--- config.mk ---
export PLATFORM = sky130hd
export DESIGN_NAME = pfd_minpulse_top
export DESIGN_NICKNAME = d
export VERILOG_FILES = /design/src/rtl/pfd_pkg.sv /design/src/rtl/pfd_edge_sync.sv /design/src/rtl/pfd_state_core.sv /design/src/rtl/pfd_lock_mon.sv /design/src/rtl/pfd_minpulse_top.sv
export SDC_FILE = /design/constraint.sdc
export NUM_CORES = 1
export LEC_CHECK = 0
export ABC_AREA = 1
export BUFFER_PORTS_ARGS = -buffer_cell sky130_fd_sc_hd__clkbuf_2
export CAP_MARGIN = 20
export CORE_UTILIZATION = 44
export CTS_CLUSTER_DIAMETER = 80
export DETAILED_ROUTE_END_ITERATION = 6
export GPL_TIMING_DRIVEN = 0
export PLACE_DENSITY = 0.69
export SLEW_MARGIN = 20
export SYNTH_ARGS = -nofsm -noshare
export SYNTH_HDL_FRONTEND = slang
export SYNTH_HIERARCHICAL = 1
export SYNTH_SLANG_ARGS = --single-unit
--- constraint.sdc ---
create_clock -name clk -period 2.9 [get_ports clk]
set_clock_uncertainty 0.05 [all_clocks]
set_input_delay 0.29 -clock clk [delete_from_list [all_inputs] [get_ports clk]]
set_output_delay 0.29 -clock clk [all_outputs]
set_load 0.01 [all_outputs]
--- src/rtl/pfd_pkg.sv ---
package pfd_pkg;

  // One bit per compared input: index of reference and feedback lanes
  localparam int LANE_REF = 0;
  localparam int LANE_FB  = 1;
  localparam int N_LANES  = 2;

  typedef struct packed {
    logic fb_rise;
    logic ref_rise;
  } pfd_edges_t;

  function automatic logic diff_le_one(input logic [15:0] a, input logic [15:0] b);
    logic [15:0] d;
    d = (a >= b) ? (a - b) : (b - a);
    return (d <= 16'd1);
  endfunction

endpackage

--- src/rtl/pfd_edge_sync.sv ---
module pfd_edge_sync #(
  parameter int STAGES = 2
) (
  input  logic clk,
  input  logic rst,
  input  logic din,
  output logic rise
);
  localparam int CHAIN = STAGES + 1;

  logic [CHAIN-1:0] sh_q;

  always_ff @(posedge clk) begin
    if (rst) sh_q <= '0;
    else     sh_q <= {sh_q[CHAIN-2:0], din};
  end

  // Newest settled sample high, previous one low
  assign rise = sh_q[STAGES-1] & ~sh_q[STAGES];
endmodule

--- src/rtl/pfd_state_core.sv ---
module pfd_state_core #(
  parameter int DLY_W = 4
) (
  input  logic             clk,
  input  logic             rst,
  input  logic             ref_rise,
  input  logic             fb_rise,
  input  logic [DLY_W-1:0] dly,
  output logic             up,
  output logic             dn
);
  logic [DLY_W-1:0] cnt_q, cnt_d;
  logic             pr_q, pf_q, pr_d, pf_d;
  logic             up_d, dn_d;
  logic             both, expire;

  always_comb begin
    both   = up & dn;
    expire = both && (cnt_q == '0);
    cnt_d  = cnt_q;
    pr_d   = pr_q;
    pf_d   = pf_q;
    up_d   = up;
    dn_d   = dn;
    if (both) begin
      // hold phase: new edges are parked until the clear has happened
      pr_d = pr_q | ref_rise;
      pf_d = pf_q | fb_rise;
      if (expire) begin
        up_d = 1'b0;
        dn_d = 1'b0;
      end else begin
        cnt_d = cnt_q - 1'b1;
      end
    end else begin
      up_d = up | ref_rise | pr_q;
      dn_d = dn | fb_rise  | pf_q;
      pr_d = 1'b0;
      pf_d = 1'b0;
      if (up_d && dn_d) cnt_d = dly;
    end
  end

  always_ff @(posedge clk) begin
    if (rst) begin
      up    <= 1'b0;
      dn    <= 1'b0;
      cnt_q <= '0;
      pr_q  <= 1'b0;
      pf_q  <= 1'b0;
    end else begin
      up    <= up_d;
      dn    <= dn_d;
      cnt_q <= cnt_d;
      pr_q  <= pr_d;
      pf_q  <= pf_d;
    end
  end
endmodule

--- src/rtl/pfd_lock_mon.sv ---
module pfd_lock_mon #(
  parameter int HT_W   = 10,
  parameter int LOCK_W = 8
) (
  input  logic              clk,
  input  logic              rst,
  input  logic              ref_rise,
  input  logic              up,
  input  logic              dn,
  input  logic [LOCK_W-1:0] lock_len,
  output logic              locked
);
  import pfd_pkg::*;

  localparam logic [HT_W-1:0]   HT_MAX   = {HT_W{1'b1}};
  localparam logic [LOCK_W-1:0] RUN_MAX  = {LOCK_W{1'b1}};

  logic [HT_W-1:0]   up_acc, dn_acc;
  logic [LOCK_W-1:0] run_q, run_inc;
  logic              match;

  always_comb begin
    match   = diff_le_one(16'(up_acc), 16'(dn_acc));
    run_inc = (run_q == RUN_MAX) ? run_q : run_q + 1'b1;
  end

  always_ff @(posedge clk) begin
    if (rst) begin
      up_acc <= '0;
      dn_acc <= '0;
      run_q  <= '0;
      locked <= 1'b0;
    end else if (ref_rise) begin
      // close the interval, start the next one with this cycle's sample
      up_acc <= HT_W'(up);
      dn_acc <= HT_W'(dn);
      if (match) begin
        run_q  <= run_inc;
        locked <= (run_inc >= lock_len);
      end else begin
        run_q  <= '0;
        locked <= 1'b0;
      end
    end else begin
      if (up && up_acc != HT_MAX) up_acc <= up_acc + 1'b1;
      if (dn && dn_acc != HT_MAX) dn_acc <= dn_acc + 1'b1;
    end
  end
endmodule

--- src/rtl/pfd_minpulse_top.sv ---
module pfd_minpulse_top #(
  parameter int SYNC_STAGES = 2,
  parameter int DLY_W       = 4,
  parameter int LOCK_W      = 8,
  parameter int HT_W        = 10
) (
  input  logic              clk,
  input  logic              rst,
  input  logic              ref_in,
  input  logic              fb_in,
  input  logic [DLY_W-1:0]  dly_cfg,
  input  logic [LOCK_W-1:0] lock_cfg,
  output logic              up,
  output logic              dn,
  output logic              locked
);
  import pfd_pkg::*;

  logic [N_LANES-1:0] raw_in;
  logic [N_LANES-1:0] rise_v;
  pfd_edges_t         edges;

  assign raw_in[LANE_REF] = ref_in;
  assign raw_in[LANE_FB]  = fb_in;

  for (genvar g = 0; g < N_LANES; g++) begin : g_lane
    pfd_edge_sync #(.STAGES(SYNC_STAGES)) sync_i (
      .clk  (clk),
      .rst  (rst),
      .din  (raw_in[g]),
      .rise (rise_v[g])
    );
  end

  assign edges.ref_rise = rise_v[LANE_REF];
  assign edges.fb_rise  = rise_v[LANE_FB];

  pfd_state_core #(.DLY_W(DLY_W)) core_i (
    .clk      (clk),
    .rst      (rst),
    .ref_rise (edges.ref_rise),
    .fb_rise  (edges.fb_rise),
    .dly      (dly_cfg),
    .up       (up),
    .dn       (dn)
  );

  pfd_lock_mon #(.HT_W(HT_W), .LOCK_W(LOCK_W)) lock_i (
    .clk      (clk),
    .rst      (rst),
    .ref_rise (edges.ref_rise),
    .up       (up),
    .dn       (dn),
    .lock_len (lock_cfg),
    .locked   (locked)
  );
endmodule

======== After elaboration in Yosys (flattened, before gate mapping) ========
Cells that the tools add are included.
cells by class
  $add $sub $neg .......................... 6
  order comparisons ....................... 3
  eq/ne operators ......................... 5
  mux-type cells .......................... 14
  bitwise operators ....................... 12
  reductions and logical operators ........ 11
operators by type and width
  operator                                                         number
  subtractor 10 x 10 -> 11 bit                                     2
  adder 10 x 1 -> 10 bit, second input constant                    2
  != test 10 bit, second input constant                            2
  less-or-equal comparator 16 x 1 -> 1 bit, second input constant  1
  two-way mux 16 bit                                               1
  two-way mux 8 bit                                                2
  two-way mux 4 bit                                                3
  greater-or-equal comparator 10 bit                               1
  adder 8 x 1 -> 8 bit, second input constant                      1
  == test 8 bit, second input constant                             1
  greater-or-equal comparator 8 bit                                1
  two-way mux 1 bit                                                8
  OR 1 bit                                                         6
  nonzero test 2 bit                                               3
  logical AND 1 bit                                                4
  logical NOT 4 bit                                                1
  != test 2 bit, second input constant                             2
  OR reduction 2 bit                                               2
  subtractor 4 x 1 -> 4 bit, second input constant                 1
  bitwise AND 1 bit                                                3
  inverter 1 bit                                                   3
  AND reduction 2 bit                                              1
storage, ports and cells
  register bits after elaboration ......... 43
  input port bits ......................... 16
  output and inout port bits .............. 3
  logic and storage cells ................. 64

======== Depth between registers and ports, before layout ========
Gate-level depths: netlist of the first run.
  depth after elaboration ................. 7
  depth in mapped cells ................... 20
  gate-level depth less buffers ........... 20

======== Cells and area by module ========
The synthesis of the first run kept the hierarchy.
by module, submodules not included
  module          times used  cells each  area an instance (um^2)  sequential area each (um^2)
  pfd_lock_mon    1           497         2965.3                   580.6
  pfd_state_core  1           61          432.9                    160.2
  pfd_edge_sync   2           10          86.3                     60.1

======== Least setup slack after synthesis of the first run ========
No wires, ideal clock.
  path kind ............................... flip-flop to flip-flop
  start ................................... reg lock_i.run_q[0]
  end ..................................... reg lock_i.locked
  setup time .............................. 0.113 ns
  arrival time ............................ 2.115 ns
  data required time ...................... 2.737 ns
  slack ................................... 0.622 ns
  stages on the path, launching flop included .. 21
  path buffers ............................ 0
  clock period less this slack ............ 2.278 ns
  path through ............................ dfxtp_1 ha_1 nand2_1 inv_1 nand4_1 nor2_1 nand2_2 nand2_1 o21a_1 inv_1 ha_1 inv_1 nor2_1 o21ai_0 nand2_1 nand2_1 o2111ai_1 nand2_1 inv_1 nand3_1 nand2_1
on the way
  longest elaborated chain between the ends .. 4
ends and longest elaborated chain
  item                                                   line                source
  start: declaration                                     pfd_lock_mon.sv:19  logic [LOCK_W-1:0] run_q, run_inc;
  start signal: assignment                               pfd_lock_mon.sv:38  run_q <= run_inc;
  adder 8 x 1 -> 8 bit or == test 8 bit (tied branches)  pfd_lock_mon.sv:24  run_inc = (run_q == RUN_MAX) ? run_q : run_q + 1'b1;
  two-way mux 8 bit (*)                                  pfd_lock_mon.sv:24
  greater-or-equal comparator 8 bit (*)                  pfd_lock_mon.sv:39  locked <= (run_inc >= lock_len);
  two-way mux 1 bit (*)                                  pfd_lock_mon.sv:37  if (match) begin
  end signal: assignment                                 pfd_lock_mon.sv:39
  end: declaration                                       pfd_lock_mon.sv:11  output logic locked
Mark *: on every way between the ends. The rest lies on a longest branch, timed or not.
A chain may end at the register's enable or synchronous reset.

======== Worst setup path in the final report of the first run ========
Same ends and word-level chain as after synthesis.

==> results of run 1 <==
## synthesized netlist by cell type, types with 2 or more instances
| library cell | instances | area (um2) |
|---|---|---|
| fa_1 | 2 | 40.0 |
| o21bai_1 | 2 | 15.0 |
| xor2_1 | 7 | 61.3 |
| nor2_1 | 60 | 225 |
| nand4_1 | 7 | 43.8 |
| dfxtp_1 | 43 | 861 |
| a21oi_1 | 31 | 155 |
| clkbuf_1 | 2 | 7.51 |
| xnor2_1 | 2 | 17.5 |
| nor3_1 | 9 | 45.0 |
| a21oi_2 | 3 | 26.3 |
| buf_6 | 2 | 22.5 |
| or2_2 | 2 | 12.5 |
| nor4_1 | 5 | 31.3 |
| o21ai_0 | 16 | 80.1 |
| nor2_2 | 2 | 12.5 |
| nand2_1 | 166 | 623 |
| nand2_2 | 15 | 93.8 |
| inv_2 | 5 | 18.8 |
| ha_1 | 33 | 413 |
| a31oi_1 | 2 | 12.5 |
| a211oi_1 | 3 | 22.5 |
| nor2_4 | 4 | 45.0 |
| nand3_1 | 40 | 200 |
| nand3_2 | 2 | 20.0 |
| inv_1 | 102 | 383 |
## routing by layer
metal,wire (um),track usage [%]
met1,3980,25.8
met2,3890,35.5
met3,173,2.07
met4,149,6.51
met5,0,0
## power groups by stage
stage	Sequential [uW]	Combinational [uW]	Clock (uW)
4_1_cts	615	290	415
3_3_place_gp	628	281	0
5_1_grt	617	332	431
2_1_floorplan	625	215	0
6_report	615	291	402
3_5_place_dp	628	289	0
## state kept, by name (all words and copies together), names as in the netlist
name	cells
core_i/up	1
lock_i/locked	1
core_i/cnt_q	4
core_i/pr_q	1
core_i/pf_q	1
g_lane.sync_i/sh_q	6
lock_i/dn_acc	10
lock_i/run_q	8
lock_i/up_acc	10
core_i/dn	1
## how the worst max path moves through the flow
stage          slack (ns)  depth (start not counted)            end            start
2_1_floorplan        0.62                         20  lock_i/locked  lock_i/run_q[0]
3_3_place_gp         0.31                         18  lock_i/locked  lock_i/run_q[0]
3_5_place_dp         0.23                         18  lock_i/locked  lock_i/run_q[0]
4_1_cts              0.21                         18  lock_i/locked  lock_i/run_q[0]
5_1_grt             -0.04                         18  lock_i/locked  lock_i/run_q[0]
6_report             0.30                         18  lock_i/locked  lock_i/run_q[0]
## placed cells by master (no fill, tap or decap), types with 3 or more instances in the layout
| cell type | instances |
|---|---|
| inv_2 | 5 |
| nor3_1 | 9 |
| xor2_1 | 7 |
| nand3_1 | 40 |
| o21ai_0 | 16 |
| nand2_1 | 166 |
| inv_1 | 102 |
| a211oi_1 | 3 |
| ha_1 | 33 |
| nor2_2 | 3 |
| clkbuf_2 | 19 |
| dfxtp_1 | 41 |
| nor2_4 | 4 |
| nand4_1 | 7 |
| nor2_1 | 59 |
| buf_4 | 4 |
| a21oi_1 | 31 |
| nor4_1 | 5 |
| clkbuf_8 | 5 |
| nand2_2 | 15 |
| a21oi_2 | 3 |
## worst max-delay path: stages (launching register included)
cell       delay, ns
dfxtp_2         0.37
ha_1            0.19
nand2_1         0.06
inv_1           0.08
nand4_1         0.14
nor2_2          0.16
nand2_2         0.15
nand2_1         0.11
xor2_1          0.19
inv_1           0.06
ha_1            0.29
nand2_1         0.05
nor2_1          0.13
nand4_1         0.11
o2111ai_1       0.13
nand2_1         0.08
inv_1           0.06
nand3_1         0.07
nand2_1         0.07
## layout make-up
cell class	count	share of cell area (%)
multi-input cells	422	58.0
clock buffers	5	1.76
clock inverters	3	0.670
plain buffers	5	0.894
flip-flops and latches	43	22.0
repair buffers	22	3.07
well taps	102	3.26
inverters	108	10.4
## cell families after synthesis
family,Yosys count
adders and majority gates,35
xor gates and xnor gates,9
DFF,43
AOI/OAI and AO/OA,62
and+or+nand+nor,316
buffers and inverters,113
## through the flow
stage / total power [uW] / cell area, um2 / hold slack [ns]
after global routing: 1380 / 3920 / 0.110
after global placement: 909 / 3790 / 0.342
final: 1310 / 3920 / 0.117
after detailed placement: 917 / 3790 / 0.342
after CTS: 1320 / 3880 / 0.109
after floorplan: 840 / 3570 / 0.302
## repair_timing
item | 4_1_cts | 5_1_grt
buffers inserted | 0 | 4
endpoints found under the hold margin | 0 | 0
hold buffers | 0 | 0
gates resized for setup | 0 | 3
setup endpoints to repair | 0 | 1
==> results.ini, run 1 <==
[floorplanning]
initial_core_util_pct=45.7
die_h_um=92.1
num_rows=32
die_area_mm2=0.00848
ios=19
core_mm2=0.00781
die_w_um=92.1

[setup_path]
r2r_end=lock_i/locked
rr_worst_depth=18
worstPathMaxFanout=8
cp-end-kind=flop
cp.arrival_ns=2.80
reg2reg_setup_slack_ns=0.30
cp.required_ns=3.10
critPathKind=reg2reg
rr_startpoint=lock_i/run_q[0]
startpoint_type=flop

[timing]
fin_setup_tns_ns=0
hold_viol_final=0
clock.fmax_ghz=0.384
worstMarginPinSlew_ns=0.526
maxSlewHeadroom_pct=64.9
setup_ws_ns=0.298
timing.final.crit_share_pct=89.7
finalSetupViolCount=0
final_max_slew_viol_count=0
fin_crit_ns=2.60

[place]
dp_slack_ns=0.233
io_buffers=18
dp_cells=698
gp_congestion=0.883
hpwl_um=6720

[yosys]
netlist_area_mm2=0.00357
synthSimpleGateAreaFrac_pct=38.8
ys_ff_latch=43
synthCells=578
synth_nets=629
async_flop_share_pct=0
muxShareOfSynthArea_pct=0
synth-compound-area-share_pct=9.85
synth_fa_ha_area_share_pct=12.7
synth_edf_count=0
ys_types=37
ys_seq_area_share_pct=24.1
yosysWarnings=6
synth_top_family_by_area=simple AND/OR/NAND/NOR gates
synth_area_per_cell_um2=6.18
synth_ff_type=dfxtp_1
synth-xor-area-share_pct=2.21

[power_and_ir_drop]
power_frac_comb_pct=22.2
vdd_ir_drop_max_mv=0.315
p_int_uw=880
p_sw_uw=428
leakagePower_uw=0.00205
p_seq_share_pct=47.0
clockPowerShare_pct=30.7
power_switching_share_pct=32.7
p_per_area_mw_per_mm2=334

[clock_tree]
cts_tree=done
clk_path_buf_depth=2
clk_latency_ns=0.30
clock_sinks=43
clock-root-buffer=clkbuf_8
cts_buffers=5
clk_pin_slew_ns=0.09
htreeDepth=2

[routing]
vias_per_cell=4.90
initialDrtViolationCount=190
drc=0
drt_pre_antenna_iters=5
wl_um=8190
postRouteAntennaNets=0
num_vias=3478
avgRoutedWirePerCell_um=11.5

[grt]
grt_antenna_before_repair=0
grtUsageTotal_pct=20.2
grt_overflow_total=0
grt_max_degree=17
grt_pass1_vias=3241
grt_first_pass_wirelength_um=14000

[min_path]
hp-class=in2reg
min_from=fb_in
whs_endpoint=g_lane[1].sync_i/sh_q[0]
whs_path_depth=3

[outcome]
status=completed

[finish]
layout.cells.non_filler=710
diodes=0
layout-drive-gt1-share_pct=11.8
fillers=840
multi_input_area_mm2=0.00227
finish.utilization_pct=50.2
nNetsFinal=658
regArea_um2=863
area_delta_synth_final_pct=9.74

[job]
maxCapViolations=0

(Power assumes the default switching activity.)
==> run 2: changes to the inputs <==
CORE_UTILIZATION = 30   (was 44)
PLACE_DENSITY = 0.53   (was 0.69)
==> run 2 against run 1 <==
  * Final area up 2.3%
  * Setup slack got worse by 0.030 ns
  * Global-route usage down 6.2 points
  * Power grew 12%
  * Register-to-register slack got worse by 0.03 ns
  * Core utilization decreased by 15 points
  * Hold slack improved by 0.026 ns
  * Via count shrank 1.2%
  * Fmax is 1.1% lower
  * Die area is 46% higher
  * Final cell count increased by 5.2%
  * Combinational power about the same
==> results.ini, run 2 (synthesized netlist as in run 1, its figures left out) <==
[grt]
grt_max_degree=16  ; was 17
grt_overflow_total=0  ; unchanged
grt_first_pass_wirelength_um=14200  ; was 14000 um
grt_pass1_vias=3113  ; was 3241
grtUsageTotal_pct=14.0  ; was 20.2%
grt_antenna_before_repair=0  ; unchanged

[place]
gp_congestion=0.820  ; was 0.883
hpwl_um=6900  ; was 6720 um
dp_slack_ns=0.227  ; was 0.233 ns
io_buffers=18  ; unchanged

[timing]
finalSetupViolCount=0  ; unchanged
timing.final.crit_share_pct=90.8  ; was 89.7%
maxSlewHeadroom_pct=67.2  ; was 64.9%
worstMarginPinSlew_ns=0.493  ; was 0.526 ns
fin_crit_ns=2.63  ; was 2.60 ns
clock.fmax_ghz=0.380  ; was 0.384 GHz
setup_ws_ns=0.268  ; was 0.298 ns
final_max_slew_viol_count=0  ; unchanged
hold_viol_final=0  ; unchanged

[routing]
wl_um=8340  ; was 8190 um
m1WireLength_um=4320  ; was 3980 um
initialDrtViolationCount=178  ; was 190
met2_length_um=3670  ; was 3890 um
num_vias=3438  ; was 3478
postRouteAntennaNets=0  ; unchanged
vias_per_cell=4.60  ; was 4.90
drt_pre_antenna_iters=5  ; unchanged
met3_length_um=222  ; was 173 um
drc=0  ; unchanged
top_layer=met4  ; unchanged
avgRoutedWirePerCell_um=11.2  ; was 11.5 um

[setup_path]
rr_worst_depth=18  ; unchanged
startpoint_type=flop  ; unchanged
cp.required_ns=3.07  ; was 3.10 ns
critPathKind=reg2reg  ; unchanged
cp.arrival_ns=2.81  ; was 2.80 ns
cp-end-kind=flop  ; unchanged
worstPathMaxFanout=10  ; was 8

[finish]
area_delta_synth_final_pct=12.2  ; was 9.74%
diodes=0  ; unchanged
fillers=1278  ; was 840
nNetsFinal=654  ; was 658
finish.utilization_pct=34.8  ; was 50.2%
largestRegisters=lock_i/dn_acc x10, lock_i/up_acc x10, lock_i/run_q x8  ; unchanged
final_common_cell=nand2_1  ; unchanged
layout-drive-gt1-share_pct=11.4  ; was 11.8%
final_cell_mix=nand2_1 (166), inv_1 (102), nor2_1 (58), dfxtp_1 (42), nand3_1 (40)  ; was nand2_1 (166), inv_1 (102), nor2_1 (59), dfxtp_1 (41), nand3_1 (40)

[floorplanning]
die_h_um=111  ; was 92.1 um
die_area_mm2=0.0123  ; was 0.00848 mm2
core_mm2=0.0115  ; was 0.00781 mm2
initial_core_util_pct=31.0  ; was 45.7%
ios=19  ; unchanged
num_rows=39  ; was 32
die_w_um=111  ; was 92.1 um

[clock_tree]
cts_tree=done  ; unchanged
htreeDepth=2  ; unchanged
cts_resized=0  ; unchanged
clk_pin_slew_ns=0.06  ; was 0.09 ns
clock_sinks=43  ; unchanged
postCtsSetupRepairBufs=0  ; unchanged
hold_buffers=0  ; unchanged
clock-root-buffer=clkbuf_16  ; was clkbuf_8
clk_path_buf_depth=2  ; unchanged
cts_buffers=5  ; unchanged
clk_latency_ns=0.28  ; was 0.30 ns

[min_path]
hp-class=in2reg  ; unchanged
whs_path_depth=3  ; unchanged

[power_and_ir_drop]
vdd_ir_drop_max_mv=0.315  ; about the same
leakagePower_uw=0.00206  ; was 0.00205 uW
p_per_area_mw_per_mm2=365  ; was 334 mW/mm2

[outcome]
status=completed  ; unchanged

[job]
maxCapViolations=0  ; unchanged

-- run 2: cell types whose count changed in the layout (fill, tap and decap cells not counted), moves of 2 or more --
cell / delta
buf_4: -4
clkbuf_16: +5
clkinvlp_4: +2
clkbuf_8: -5
-- run 2: power by group --
part | internal, uW | total, uW | switching [uW]
combinational | 101 | 292 | 191
sequential | 602 | 616 | 13.7
clock | 322 | 554 | 232
-- run 2: layout make-up --
type                            count  area (um2)  area share (%)
Inverter                          108         407            10.1
Buffer                              5        35.0           0.874
Sequential cell                    43         862            21.5
Clock inverter                      3        23.8           0.593
Timing Repair Buffer               18        90.1            2.25
Tap cell                          143         179            4.46
Clock buffer                        5         125            3.12
Multi-Input combinational cell    422        2290            57.0
-- run 2: stage by stage --
step	setup TNS [ns]	cells	hold WS, ns	area, um2	total power, uW
after global placement	0	739	0.339	3840	918
after floorplan	0	578	0.302	3570	840
after CTS	0	747	0.136	3990	1480
after global routing	-0.0203	747	0.146	4010	1550
after detailed placement	0	739	0.350	3840	920
final	0	747	0.143	4010	1460
-- run 2: path summary, 6_finish.rpt --
check                                         startpoint                  endpoint  slack [ns]
worst min-delay path                               fb_in  g_lane[1].sync_i/sh_q[0]        0.14
worst max-delay path                     lock_i/run_q[1]             lock_i/locked        0.27
worst max register to register           lock_i/run_q[1]             lock_i/locked        0.27
worst min register to register  g_lane[0].sync_i/sh_q[0]  g_lane[0].sync_i/sh_q[1]        0.36
-- run 2: layer usage --
metal	vias up	GRT usage, %
li1	1859	-
met1	1513	19.3
met2	58	23.1
met3	8	1.53
met4	0	3.78
met5	-	0
-- run 2: critical path, stage by stage (launching register included) --
cell and delay [ns]:
dfxtp_1 0.38, ha_1 0.20, nand2_1 0.06, inv_1 0.08, nand4_1 0.14, nor2_2 0.22
nand2_4 0.12, nand2_1 0.12, xor2_2 0.16, inv_1 0.06, ha_1 0.29, nand2_1 0.06
nor2_2 0.11, nand4_1 0.10, o2111ai_1 0.14, nand2_1 0.08, inv_1 0.06, nand3_1 0.07
nand2_1 0.08
==> run 3: changes to the inputs <==
REMOVE_ABC_BUFFERS = 1   (was default)
==> run 3 against run 2 <==
  * Combinational power about the same
  * First-iteration DRC count decreased by 13%
  * Setup slack improved by 0.051 ns
==> results.ini, run 3 (synthesized netlist as in run 1, its figures left out) <==
[routing]
met3_length_um=221  ; was 222 um
num_vias=3481  ; was 3438
postRouteAntennaNets=0  ; unchanged
m1WireLength_um=4320  ; unchanged
drc=0  ; unchanged
met2_length_um=3820  ; was 3670 um
initialDrtViolationCount=154  ; was 178
wl_um=8490  ; was 8340 um
top_layer=met4  ; unchanged
vias_per_cell=4.69  ; was 4.60
avgRoutedWirePerCell_um=11.4  ; was 11.2 um
drt_pre_antenna_iters=4  ; was 5

[floorplanning]
die_h_um=111  ; unchanged
die_area_mm2=0.0123  ; unchanged
core_mm2=0.0115  ; unchanged
initial_core_util_pct=31.0  ; unchanged
num_rows=39  ; unchanged
ios=19  ; unchanged
die_w_um=111  ; unchanged

[clock_tree]
clock_sinks=43  ; unchanged
clock-root-buffer=clkbuf_16  ; unchanged
clk_path_buf_depth=2  ; unchanged
hold_buffers=0  ; unchanged
clk_latency_ns=0.28  ; about the same
cts_tree=done  ; unchanged
cts_buffers=5  ; unchanged
htreeDepth=2  ; unchanged
clk_pin_slew_ns=0.06  ; about the same

[setup_path]
cp.arrival_ns=2.76  ; was 2.81 ns
cp.required_ns=3.08  ; was 3.07 ns
rr_worst_depth=18  ; unchanged
rr_startpoint=lock_i/run_q[0]  ; was lock_i/run_q[1]
reg2reg_setup_slack_ns=0.32  ; was 0.27 ns
critPathKind=reg2reg  ; unchanged
cp-end-kind=flop  ; unchanged
startpoint_type=flop  ; unchanged
r2r_end=lock_i/locked  ; unchanged
worstPathMaxFanout=10  ; unchanged

[place]
io_buffers=18  ; unchanged
gp_congestion=0.826  ; was 0.820
hpwl_um=7020  ; was 6900 um

[power_and_ir_drop]
finalPower_uw=1470  ; was 1460 uW
leakagePower_uw=0.00205  ; was 0.00206 uW
vdd_ir_drop_max_mv=0.317  ; was 0.315 mV
p_per_area_mw_per_mm2=370  ; was 365 mW/mm2

[timing]
hold_viol_final=0  ; unchanged
clock.fmax_ghz=0.387  ; was 0.380 GHz
fin_setup_tns_ns=0  ; unchanged
finalSetupViolCount=0  ; unchanged
fin_crit_ns=2.58  ; was 2.63 ns
maxSlewHeadroom_pct=43.2  ; was 67.2%
worstMarginPinSlew_ns=0.850  ; was 0.493 ns
final_max_slew_viol_count=0  ; unchanged
hold_slack_ns=0.139  ; was 0.143 ns
timing.final.crit_share_pct=89.0  ; was 90.8%

[min_path]
hp-class=in2reg  ; unchanged
whs_path_depth=3  ; unchanged
min_from=fb_in  ; unchanged
whs_endpoint=g_lane[1].sync_i/sh_q[0]  ; unchanged

[grt]
grt_antenna_before_repair=0  ; unchanged
grt_first_pass_wirelength_um=14500  ; was 14200 um
grt_overflow_total=0  ; unchanged
grtUsageTotal_pct=14.3  ; was 14.0%
grt_max_degree=21  ; was 16
grt_pass1_vias=3256  ; was 3113

[outcome]
status=completed  ; unchanged

[finish]
area_delta_synth_final_pct=11.6  ; was 12.2%
largestRegisters=lock_i/dn_acc x10, lock_i/up_acc x10, lock_i/run_q x8  ; unchanged
final_common_cell=nand2_1  ; unchanged
fillers=1294  ; was 1278
final_cell_mix=nand2_1 (166), inv_1 (102), nor2_1 (57), dfxtp_1 (41), nand3_1 (40)  ; was nand2_1 (166), inv_1 (102), nor2_1 (58), dfxtp_1 (42), nand3_1 (40)
finish.utilization_pct=34.6  ; was 34.8%
nNetsFinal=650  ; was 654
diodes=0  ; unchanged
layout-drive-gt1-share_pct=11.5  ; was 11.4%

[job]
maxCapViolations=0  ; unchanged

[run 3: cell types whose count changed in the layout (fill, tap and decap cells not counted), sizes merged]
cell	before	now
clkbuf	26	23
buf	2	1
[run 3: worst max path at each step]
| stage | start | endpoint | slack (ns) | cells past startpoint |
|---|---|---|---|---|
| final | lock_i/run_q[0] | lock_i/locked | 0.32 | 18 |
| after detailed placement | lock_i/run_q[0] | lock_i/locked | 0.23 | 18 |
| after global placement | lock_i/run_q[0] | lock_i/locked | 0.25 | 18 |
| after CTS | lock_i/run_q[0] | lock_i/locked | 0.20 | 18 |
| after floorplan | lock_i/run_q[0] | lock_i/locked | 0.62 | 20 |
| after global routing | lock_i/run_q[0] | lock_i/locked | -0.01 | 20 |
[run 3: power by group]
group          internal (uW)  leakage (uW)  switching [uW]
Sequential               602      0.000349            12.9
Combinational            100       0.00163             193
Clock                    322     0.0000664             244
[run 3: area by class of cell]
type                    count  area (um2)  area share (%)
clock buffers               5         125            3.14
clock inverters             3        23.8           0.597
inverters                 108         407            10.2
multi-input cells         422        2290            57.4
flip-flops and latches     43         863            21.7
well taps                 143         179            4.49
repair buffers             19        97.6            2.45
[run 3: per-stage QoR]
step	cells	setup slack (ns)	cell area, um2
2_1_floorplan	573	0.622	3540
3_3_place_gp	734	0.250	3800
3_5_place_dp	734	0.228	3810
4_1_cts	742	0.201	3960
5_1_grt	743	-0.0109	3980
6_report	743	0.319	3980
[run 3: routing by layer]
metal  global-route usage, %  vias to the layer above
met5                       0                        -
li1                        -                     1855
met3                    1.75                       13
met2                    23.6                       49
met4                    4.41                        0
met1                    19.4                     1564
[run 3: critical path, stage by stage (launching register included)]
cell and delay, ns:
dfxtp_2 0.36, ha_1 0.19, nand2_1 0.06, inv_1 0.08, nand4_1 0.14, nor2_2 0.21
nand2_4 0.12, nand2_1 0.11, xor2_2 0.16, inv_1 0.06, ha_1 0.28, nand2_1 0.06
nor2_2 0.11, nand4_1 0.11, o2111ai_1 0.14, nand2_1 0.08, inv_1 0.06, nand3_1 0.07
nand2_1 0.07
[run 3: what timing repair did]
action | CTS | global route
setup endpoints to repair | 0 | 1
buffers inserted | 0 | 1
resized for setup | 0 | 7
